[config.mk]
export PLATFORM = sky130hd
export DESIGN_NAME = sar_adc_ctrl
export DESIGN_NICKNAME = d
export VERILOG_FILES = /design/src/rtl/sar_adc_pkg.sv /design/src/rtl/start_sync.sv /design/src/rtl/chan_latch.sv /design/src/rtl/sar_engine.sv /design/src/rtl/sar_adc_ctrl.sv
export SDC_FILE = /design/constraint.sdc
export NUM_CORES = 1
export LEC_CHECK = 0
export BUFFER_PORTS_ARGS = -buffer_cell sky130_fd_sc_hd__buf_4
export CAP_MARGIN = 10
export CORE_ASPECT_RATIO = 0.75
export CORE_UTILIZATION = 53
export CTS_BUF_LIST = sky130_fd_sc_hd__clkbuf_16
export DETAILED_ROUTE_END_ITERATION = 8
export GPL_TIMING_DRIVEN = 0
export HOLD_SLACK_MARGIN = 0.08
export PLACE_DENSITY = 0.76
export SYNTH_ARGS = -nofsm -noshare
export SYNTH_HDL_FRONTEND = slang
export SYNTH_SLANG_ARGS = --single-unit
[constraint.sdc]
create_clock -name clk -period 2.2 [get_ports clk]
set_input_delay 0.33 -clock clk [delete_from_list [all_inputs] [get_ports clk]]
set_output_delay 0.33 -clock clk [all_outputs]
set_load 0.03 [all_outputs]
[src/rtl/sar_adc_pkg.sv]
// Shared types for the successive-approximation controller.
// Assumes nothing beyond IEEE 1800-2017 enumerations.
package sar_adc_pkg;

    // Phases of one conversion sequence.
    typedef enum logic [2:0] {
        PH_IDLE,    // after reset, no result yet
        PH_ARMED,   // start request held high, state cleared
        PH_SAMPLE,  // sample window open (first half) then MSB trial
        PH_BITS,    // remaining bit decisions
        PH_DONE     // result delivered, waiting for next request
    } sar_phase_e;

endpackage

[src/rtl/start_sync.sv]
// Multi-flop synchronizer for the asynchronous start request.
// Assumes STAGES >= 2; the depth sets the start latency by whole clocks.
module start_sync #(
    parameter int STAGES = 2
) (
    input  logic clk,
    input  logic rst_n,
    input  logic async_i,
    output logic sync_o
);

    logic [STAGES-1:0] chain_q;

    // Shift the raw request through the flop chain.
    always_ff @(posedge clk) begin
        if (!rst_n) chain_q <= '0;
        else        chain_q <= {chain_q[STAGES-2:0], async_i};
    end

    assign sync_o = chain_q[STAGES-1];

endmodule

[src/rtl/chan_latch.sv]
// Captures the channel number on the first clock at which the address
// strobe is seen high after being low. Assumes the strobe lasts at least
// one clock and the address is steady while the strobe is high.
module chan_latch #(
    parameter int CH_W = 3
) (
    input  logic            clk,
    input  logic            rst_n,
    input  logic            strobe_i,
    input  logic [CH_W-1:0] addr_i,
    output logic [CH_W-1:0] chan_o
);

    logic strobe_q;
    logic capture;

    assign capture = strobe_i && !strobe_q;

    // Remember the strobe level and load the address on its rising edge.
    always_ff @(posedge clk) begin
        if (!rst_n) begin
            strobe_q <= 1'b0;
            chan_o   <= '0;
        end else begin
            strobe_q <= strobe_i;
            if (capture) chan_o <= addr_i;
        end
    end

    assert_chan_hold_R9: assert property (@(posedge clk) disable iff (!rst_n)
        !(strobe_i && !strobe_q) |=> $stable(chan_o));

endmodule

[src/rtl/sar_engine.sv]
// Sequencer and approximation register. It opens a half-clock sample
// window, resolves one bit per clock MSB first, and flags the final code.
// Assumes start_s is already synchronous to clk. The negative-edge flops
// shape the sample strobe and the completion flag to half-clock timing.
module sar_engine
    import sar_adc_pkg::*;
#(
    parameter int WIDTH = 8
) (
    input  logic             clk,
    input  logic             rst_n,
    input  logic             start_s,
    input  logic             cmp_i,
    output logic             sample_o,
    output logic [WIDTH-1:0] trial_o,
    output logic             done_o,
    output logic             load_o,
    output logic [WIDTH-1:0] code_o
);

    localparam int IDX_W = $clog2(WIDTH);
    localparam logic [WIDTH-1:0] MSB_ONE = {1'b1, {(WIDTH-1){1'b0}}};
    localparam logic [IDX_W-1:0] TOP_IDX = IDX_W'(WIDTH-1);

    sar_phase_e       phase_q;
    logic [WIDTH-1:0] sar_q;
    logic [WIDTH-1:0] sar_next;
    logic [IDX_W-1:0] idx_q;
    logic             deciding;
    logic             samp_seen_n;
    logic             busy_n;

    assign deciding = (phase_q == PH_SAMPLE) || (phase_q == PH_BITS);

    // Keep or drop the current trial bit and set up the next one.
    always_comb begin
        sar_next = sar_q;
        if (!cmp_i) sar_next[idx_q] = 1'b0;
        if (idx_q != '0) sar_next[idx_q - 1'b1] = 1'b1;
    end

    // Phase sequencing and register update on the rising edge.
    always_ff @(posedge clk) begin
        if (!rst_n) begin
            phase_q <= PH_IDLE;
            sar_q   <= '0;
            idx_q   <= '0;
        end else if (start_s) begin
            phase_q <= PH_ARMED;
            sar_q   <= '0;
            idx_q   <= '0;
        end else begin
            unique case (phase_q)
                PH_ARMED: begin
                    phase_q <= PH_SAMPLE;
                    sar_q   <= MSB_ONE;
                    idx_q   <= TOP_IDX;
                end
                PH_SAMPLE, PH_BITS: begin
                    sar_q <= sar_next;
                    if (idx_q == '0) begin
                        phase_q <= PH_DONE;
                    end else begin
                        phase_q <= PH_BITS;
                        idx_q   <= idx_q - 1'b1;
                    end
                end
                default: phase_q <= phase_q;
            endcase
        end
    end

    // Falling-edge view of the phase: closes the sample window and lowers done.
    always_ff @(negedge clk) begin
        if (!rst_n) begin
            samp_seen_n <= 1'b0;
            busy_n      <= 1'b1;
        end else begin
            samp_seen_n <= (phase_q == PH_SAMPLE);
            busy_n      <= (phase_q != PH_DONE);
        end
    end

    assign sample_o = (phase_q == PH_SAMPLE) && !samp_seen_n;
    assign done_o   = (phase_q == PH_DONE) || !busy_n;
    assign trial_o  = sar_q;
    assign load_o   = deciding && (idx_q == '0) && !start_s;
    assign code_o   = sar_next;

    assert_trial_clear_R2: assert property (@(posedge clk) disable iff (!rst_n)
        start_s |=> (trial_o == '0));

    assert_sample_msb_R3: assert property (@(posedge clk) disable iff (!rst_n)
        (phase_q == PH_SAMPLE) |-> (trial_o == MSB_ONE));

    assert_done_on_load_R5: assert property (@(posedge clk) disable iff (!rst_n)
        load_o |=> done_o);

    assert_done_low_busy_R7: assert property (@(posedge clk) disable iff (!rst_n)
        (phase_q == PH_BITS) |-> !done_o);

endmodule

[src/rtl/sar_adc_ctrl.sv]
// Top level of the converter control logic: start synchronizer, sequencer,
// double-buffered result register with read gating, and channel latch.
// Assumes the analog parts (DAC, comparator, sample-and-hold, multiplexer)
// sit outside and that cmp_i settles within one clock of a trial change.
module sar_adc_ctrl #(
    parameter int WIDTH       = 8,
    parameter int CH_W        = 3,
    parameter int SYNC_STAGES = 2
) (
    input  logic             clk,
    input  logic             rst_n,
    input  logic             start_i,
    input  logic             cmp_i,
    input  logic             addr_strobe_i,
    input  logic [CH_W-1:0]  addr_i,
    input  logic             read_en_i,
    output logic             sample_o,
    output logic [WIDTH-1:0] trial_o,
    output logic             conv_done_o,
    output logic [CH_W-1:0]  chan_sel_o,
    output logic [WIDTH-1:0] result_o,
    output logic             result_en_o
);

    logic             start_s;
    logic             load;
    logic [WIDTH-1:0] code;
    logic [WIDTH-1:0] held_q;

    start_sync #(.STAGES(SYNC_STAGES)) u_sync (
        .clk     (clk),
        .rst_n   (rst_n),
        .async_i (start_i),
        .sync_o  (start_s)
    );

    sar_engine #(.WIDTH(WIDTH)) u_engine (
        .clk      (clk),
        .rst_n    (rst_n),
        .start_s  (start_s),
        .cmp_i    (cmp_i),
        .sample_o (sample_o),
        .trial_o  (trial_o),
        .done_o   (conv_done_o),
        .load_o   (load),
        .code_o   (code)
    );

    chan_latch #(.CH_W(CH_W)) u_chan (
        .clk      (clk),
        .rst_n    (rst_n),
        .strobe_i (addr_strobe_i),
        .addr_i   (addr_i),
        .chan_o   (chan_sel_o)
    );

    // Output buffer: written only when a conversion completes.
    always_ff @(posedge clk) begin
        if (!rst_n)    held_q <= '0;
        else if (load) held_q <= code;
    end

    assign result_en_o = read_en_i;
    assign result_o    = read_en_i ? held_q : '0;

    assert_hold_result_R6: assert property (@(posedge clk) disable iff (!rst_n)
        !load |=> $stable(held_q));

    assert_load_while_busy_R7: assert property (@(posedge clk) disable iff (!rst_n)
        load |-> !conv_done_o);

endmodule

==> impl_results.md <==
- Status: finished, violations left
- Violated checks: negative setup slack
- Final worst-path setup slack: -0.1466 ns
- Slew HR: 63.93%
- Total negative setup slack: -0.1973 ns
- Sw Ratio: 25.64%
- Number of max-capacitance violations reported: 0
- Final weighted congestion in routability-driven placement: 0.8757
- Global-route wire length before repair: 5568 µm
- Number of hold violations in the final report: 0
- Fraction of registers with async set/reset: 0%
- Share of final-layout standard cells stronger than drive strength 1: 25.98%
- Vias: 1377
- Cell type of the slowest stage on the worst timing path: dfxtp_1
- Sequential share of power: 41.1%
- Number of antenna violations at the first check in global routing: 0
- Maximum clock skew at final layout: 0.06571 ns
- Sequential element share of the synthesized area: 40.96%
- Post-place setup slack: -0.05626 ns
- Highest fanout seen on the critical path: 1
- Count of final max-slew check failures: 0
- Power density over cell area: 739.4 mW/mm²
- Library cell occupying the most area in the post-synthesis netlist: dfxtp_1
- Met3 Use GR: 7.381%
- Transition time at the pin with the least slew margin: 0.5410 ns
- Reg-to-Reg End: u_engine.busy_n
- Synth-to-Final Area Change: 28.92%
- Chip Width: 62.74 µm
- Root buffer cell: clkbuf_16
- CTS sink count: 30
- First DRT Iteration DRCs: 94
- Hold path start: addr_strobe_i
- Synthesized area per cell: 8.887 µm²
- Endpoint of the worst hold-timing path: u_chan.strobe_q
- Classification of the worst setup path: flip-flop to output port
- Die area: 0.002983 mm²
- Routing usage on met2: 45.65%
- Delay of the slowest critical-path stage: 0.30 ns
- Share of total power in combinational logic: 12.4%
- Synth top area cells: dfxtp_1 (41%), and2_1 (5.1%), a21oi_1 (4.1%)
- Count of placed standard cells in the final layout, fillers left out: 240
- Hold buffer count at cts: 0
- Final ANT Viol Nets: 0
- Fin nets: 214
- Most frequent cells after synthesis: dfxtp_1 (30), a21oi_1 (12), and2_1 (12)
- N_diodes: 0
- Number of buffers added on ports: 30
- Data arrival at the endpoint of the critical path: 2.02 ns
- Residual overflow from global routing: 0
- Critical-path cell list: nor3_2 -> buf_4
- Pin count of the biggest net entering global routing: 11
- Top-level I/O count: 31
- Relative contribution of the clock network to total power: 46.5%
- Average via count per standard cell: 5.738
- Number of detailed-route iterations in the first pass: 4
- Post-synthesis net count: 176
- Unrepaired setup endpoints after global routing: true
- Type of the tightest min-delay check: input port to flip-flop
- Unique masters post-synth: 39
- FF+latch area: 601.8 µm²
- Floorplan core area: 0.002623 mm²
- Max VDD drop: 0.6128 mV
- Setup slack on the worst flop-to-flop path: 0.02 ns
- Number of setup violations in the final report: 2
- Total leakage power: 0.7424 nW
- Clock tree from TritonCTS: done
- TritonCTS buffer count: 5
- Wire length per cell: 14.92 µm
- Total of flip-flops plus latches after synthesis: 30
- Busiest grt layer: met2
- Kind of cell adding the most delay to the critical path: flip-flops
- DR DRC count: 0
- Switch Pwr: 358.4 µW
- Top FF cell, synth: dfxtp_1
- Final standard cell utilization of the core: 72.09%
- Synth top area share: 40.96%
- Count of flip-flops with a built-in enable after synthesis: 0
- Row count: 16
- Syn. warnings: 0
- Buffer and inverter count on the worst path: 1
- Initial Utilization: 55.92%
- GR Util All Layers: 26.28%
- R2r startpoint: u_engine.phase_q[1]
- Synth Instances: 165
- Vias in the first global route: 1217
- Worst slack on hold paths: 0.2670 ns
- Depth of the CTS H-tree: 2
- R2R cell count: 2
- Post-synth design cell area: 0.001466 mm²
- Cell with the most instances after synthesis: dfxtp_1
- Endpoint class of the critical path: output port
- Number of buffers on the longest clock path: 2
- Footprint of the multi-input gates: 794.5 µm²
- Clock input transition at the sequential cells of the worst setup and hold paths: 0.05 ns
- Die height: 47.56 µm
- Req. time, crit path: 1.87 ns
- Half-perimeter wire length after detailed placement: 2542 µm
- Count of filler cells inserted in the layout: 210
- Hold Crit Depth: 2
- Met1 Usage GRT: 30.14%
- DRT Wirelength: 3580 µm
- Startpoint type of the worst setup path: flip-flop
- Internal power of the cells: 1.039 mW
- Cell count after placement: 231
- Clock insertion delay at the later pin of the skew report: 0.34 ns
registers in the layout, indices dropped and copies added, names as in the netlist:
signal,flops
u_chan.strobe_q,1
u_engine.samp_seen_n,1
u_chan.chan_o,3
held_q,8
u_engine.phase_q,3
u_engine.trial_o,8
u_engine.idx_q,3
u_engine.busy_n,1
u_sync.chain_q,2
area by class of cell:
type | count | share of cell area, %
flip-flops and latches | 30 | 31.83
clock inverters | 5 | 1.059
repair buffers | 30 | 12.11
plain buffers | 11 | 2.978
well taps | 36 | 2.383
multi-input cells | 118 | 42.03
inverters | 5 | 0.9927
clock buffers | 5 | 6.618
power groups by stage:
stage                     Combinational, mW  Sequential (mW)  Clock [mW]
after CTS                             0.171            0.574       0.662
after global routing                  0.187            0.576       0.678
final                                 0.173            0.575       0.650
after detailed placement              0.168            0.585     0.00854
after global placement                0.165            0.584     0.00854
after floorplan                       0.107            0.590     0.00854
what timing repair did:
| item | in CTS | in global routing |
|---|---|---|
| pin swaps | 1 | 0 |
| hold endpoints to repair | 0 | 0 |
| gates resized for setup | 1 | 2 |
| gates cloned | 0 | 0 |
| setup endpoints to repair | 2 | 3 |
| buffers inserted | 0 | 0 |
cells in the final DEF, fill, tap and decap left out, types with 3 or more instances in the layout:
| cell | netlist | layout |
|---|---|---|
| buf_4 | 2 | 31 |
| dfxtp_1 | 30 | 29 |
| and2_1 | 12 | 12 |
| a21oi_1 | 12 | 12 |
| nand2_1 | 11 | 10 |
| nor2_1 | 9 | 9 |
| inv_1 | 5 | 8 |
| o21ai_0 | 8 | 8 |
| buf_2 | 6 | 6 |
| nand4_1 | 6 | 6 |
| nand3_1 | 6 | 6 |
| a31oi_1 | 6 | 6 |
| clkbuf_16 | 0 | 5 |
| or4b_1 | 4 | 4 |
| nand4bb_1 | 4 | 4 |
| o21ai_1 | 4 | 4 |
| nor3_1 | 4 | 3 |
| clkbuf_1 | 3 | 3 |
| mux2i_1 | 3 | 3 |
metal layers:
metal | share of wire, % | vias up | routed length, µm
li1 | - | 686 | -
met1 | 47 | 645 | 1687
met2 | 47 | 38 | 1667
met3 | 4.4 | 8 | 159
met4 | 1.8 | 0 | 66
met5 | 0 | - | 0
worst reg2reg max path, stage by stage (launching register included):
cell and delay, ns:
dfxtp_1 0.32, buf_4 0.17, or4b_1 0.52
cell families (layout without fill, tap and decap cells):
kind of cell | count (synthesis) | count (layout) | synth area share, %
simple gates | 69 | 69 | 29.69
compound gates | 44 | 44 | 20.22
flops | 30 | 30 | 40.96
buf+inv | 17 | 56 | 5.375
mux | 3 | 3 | 2.048
fa+ha+maj | 2 | 2 | 1.706
per-stage QoR:
step | power, mW | instance area [µm²]
2_1_floorplan | 0.7060 | 1471
5_1_grt | 1.442 | 1891
3_3_place_gp | 0.7573 | 1742
3_5_place_dp | 0.7613 | 1742
6_report | 1.398 | 1891
4_1_cts | 1.407 | 1887
worst max path at each step:
stage | slack, ns | start | endpoint | depth (start not counted)
global placement | -0.05 | rst_n | u_engine.busy_n | 3
finish | -0.15 | u_engine.samp_seen_n | sample_o | 2
floorplan | 0.02 | u_engine.phase_q[1] | u_engine.busy_n | 2
global route | -0.16 | u_engine.samp_seen_n | sample_o | 2
detailed placement | -0.06 | rst_n | u_engine.busy_n | 3
CTS | -0.15 | u_engine.samp_seen_n | sample_o | 2
Note: power is estimated with default switching activity, not from simulation.
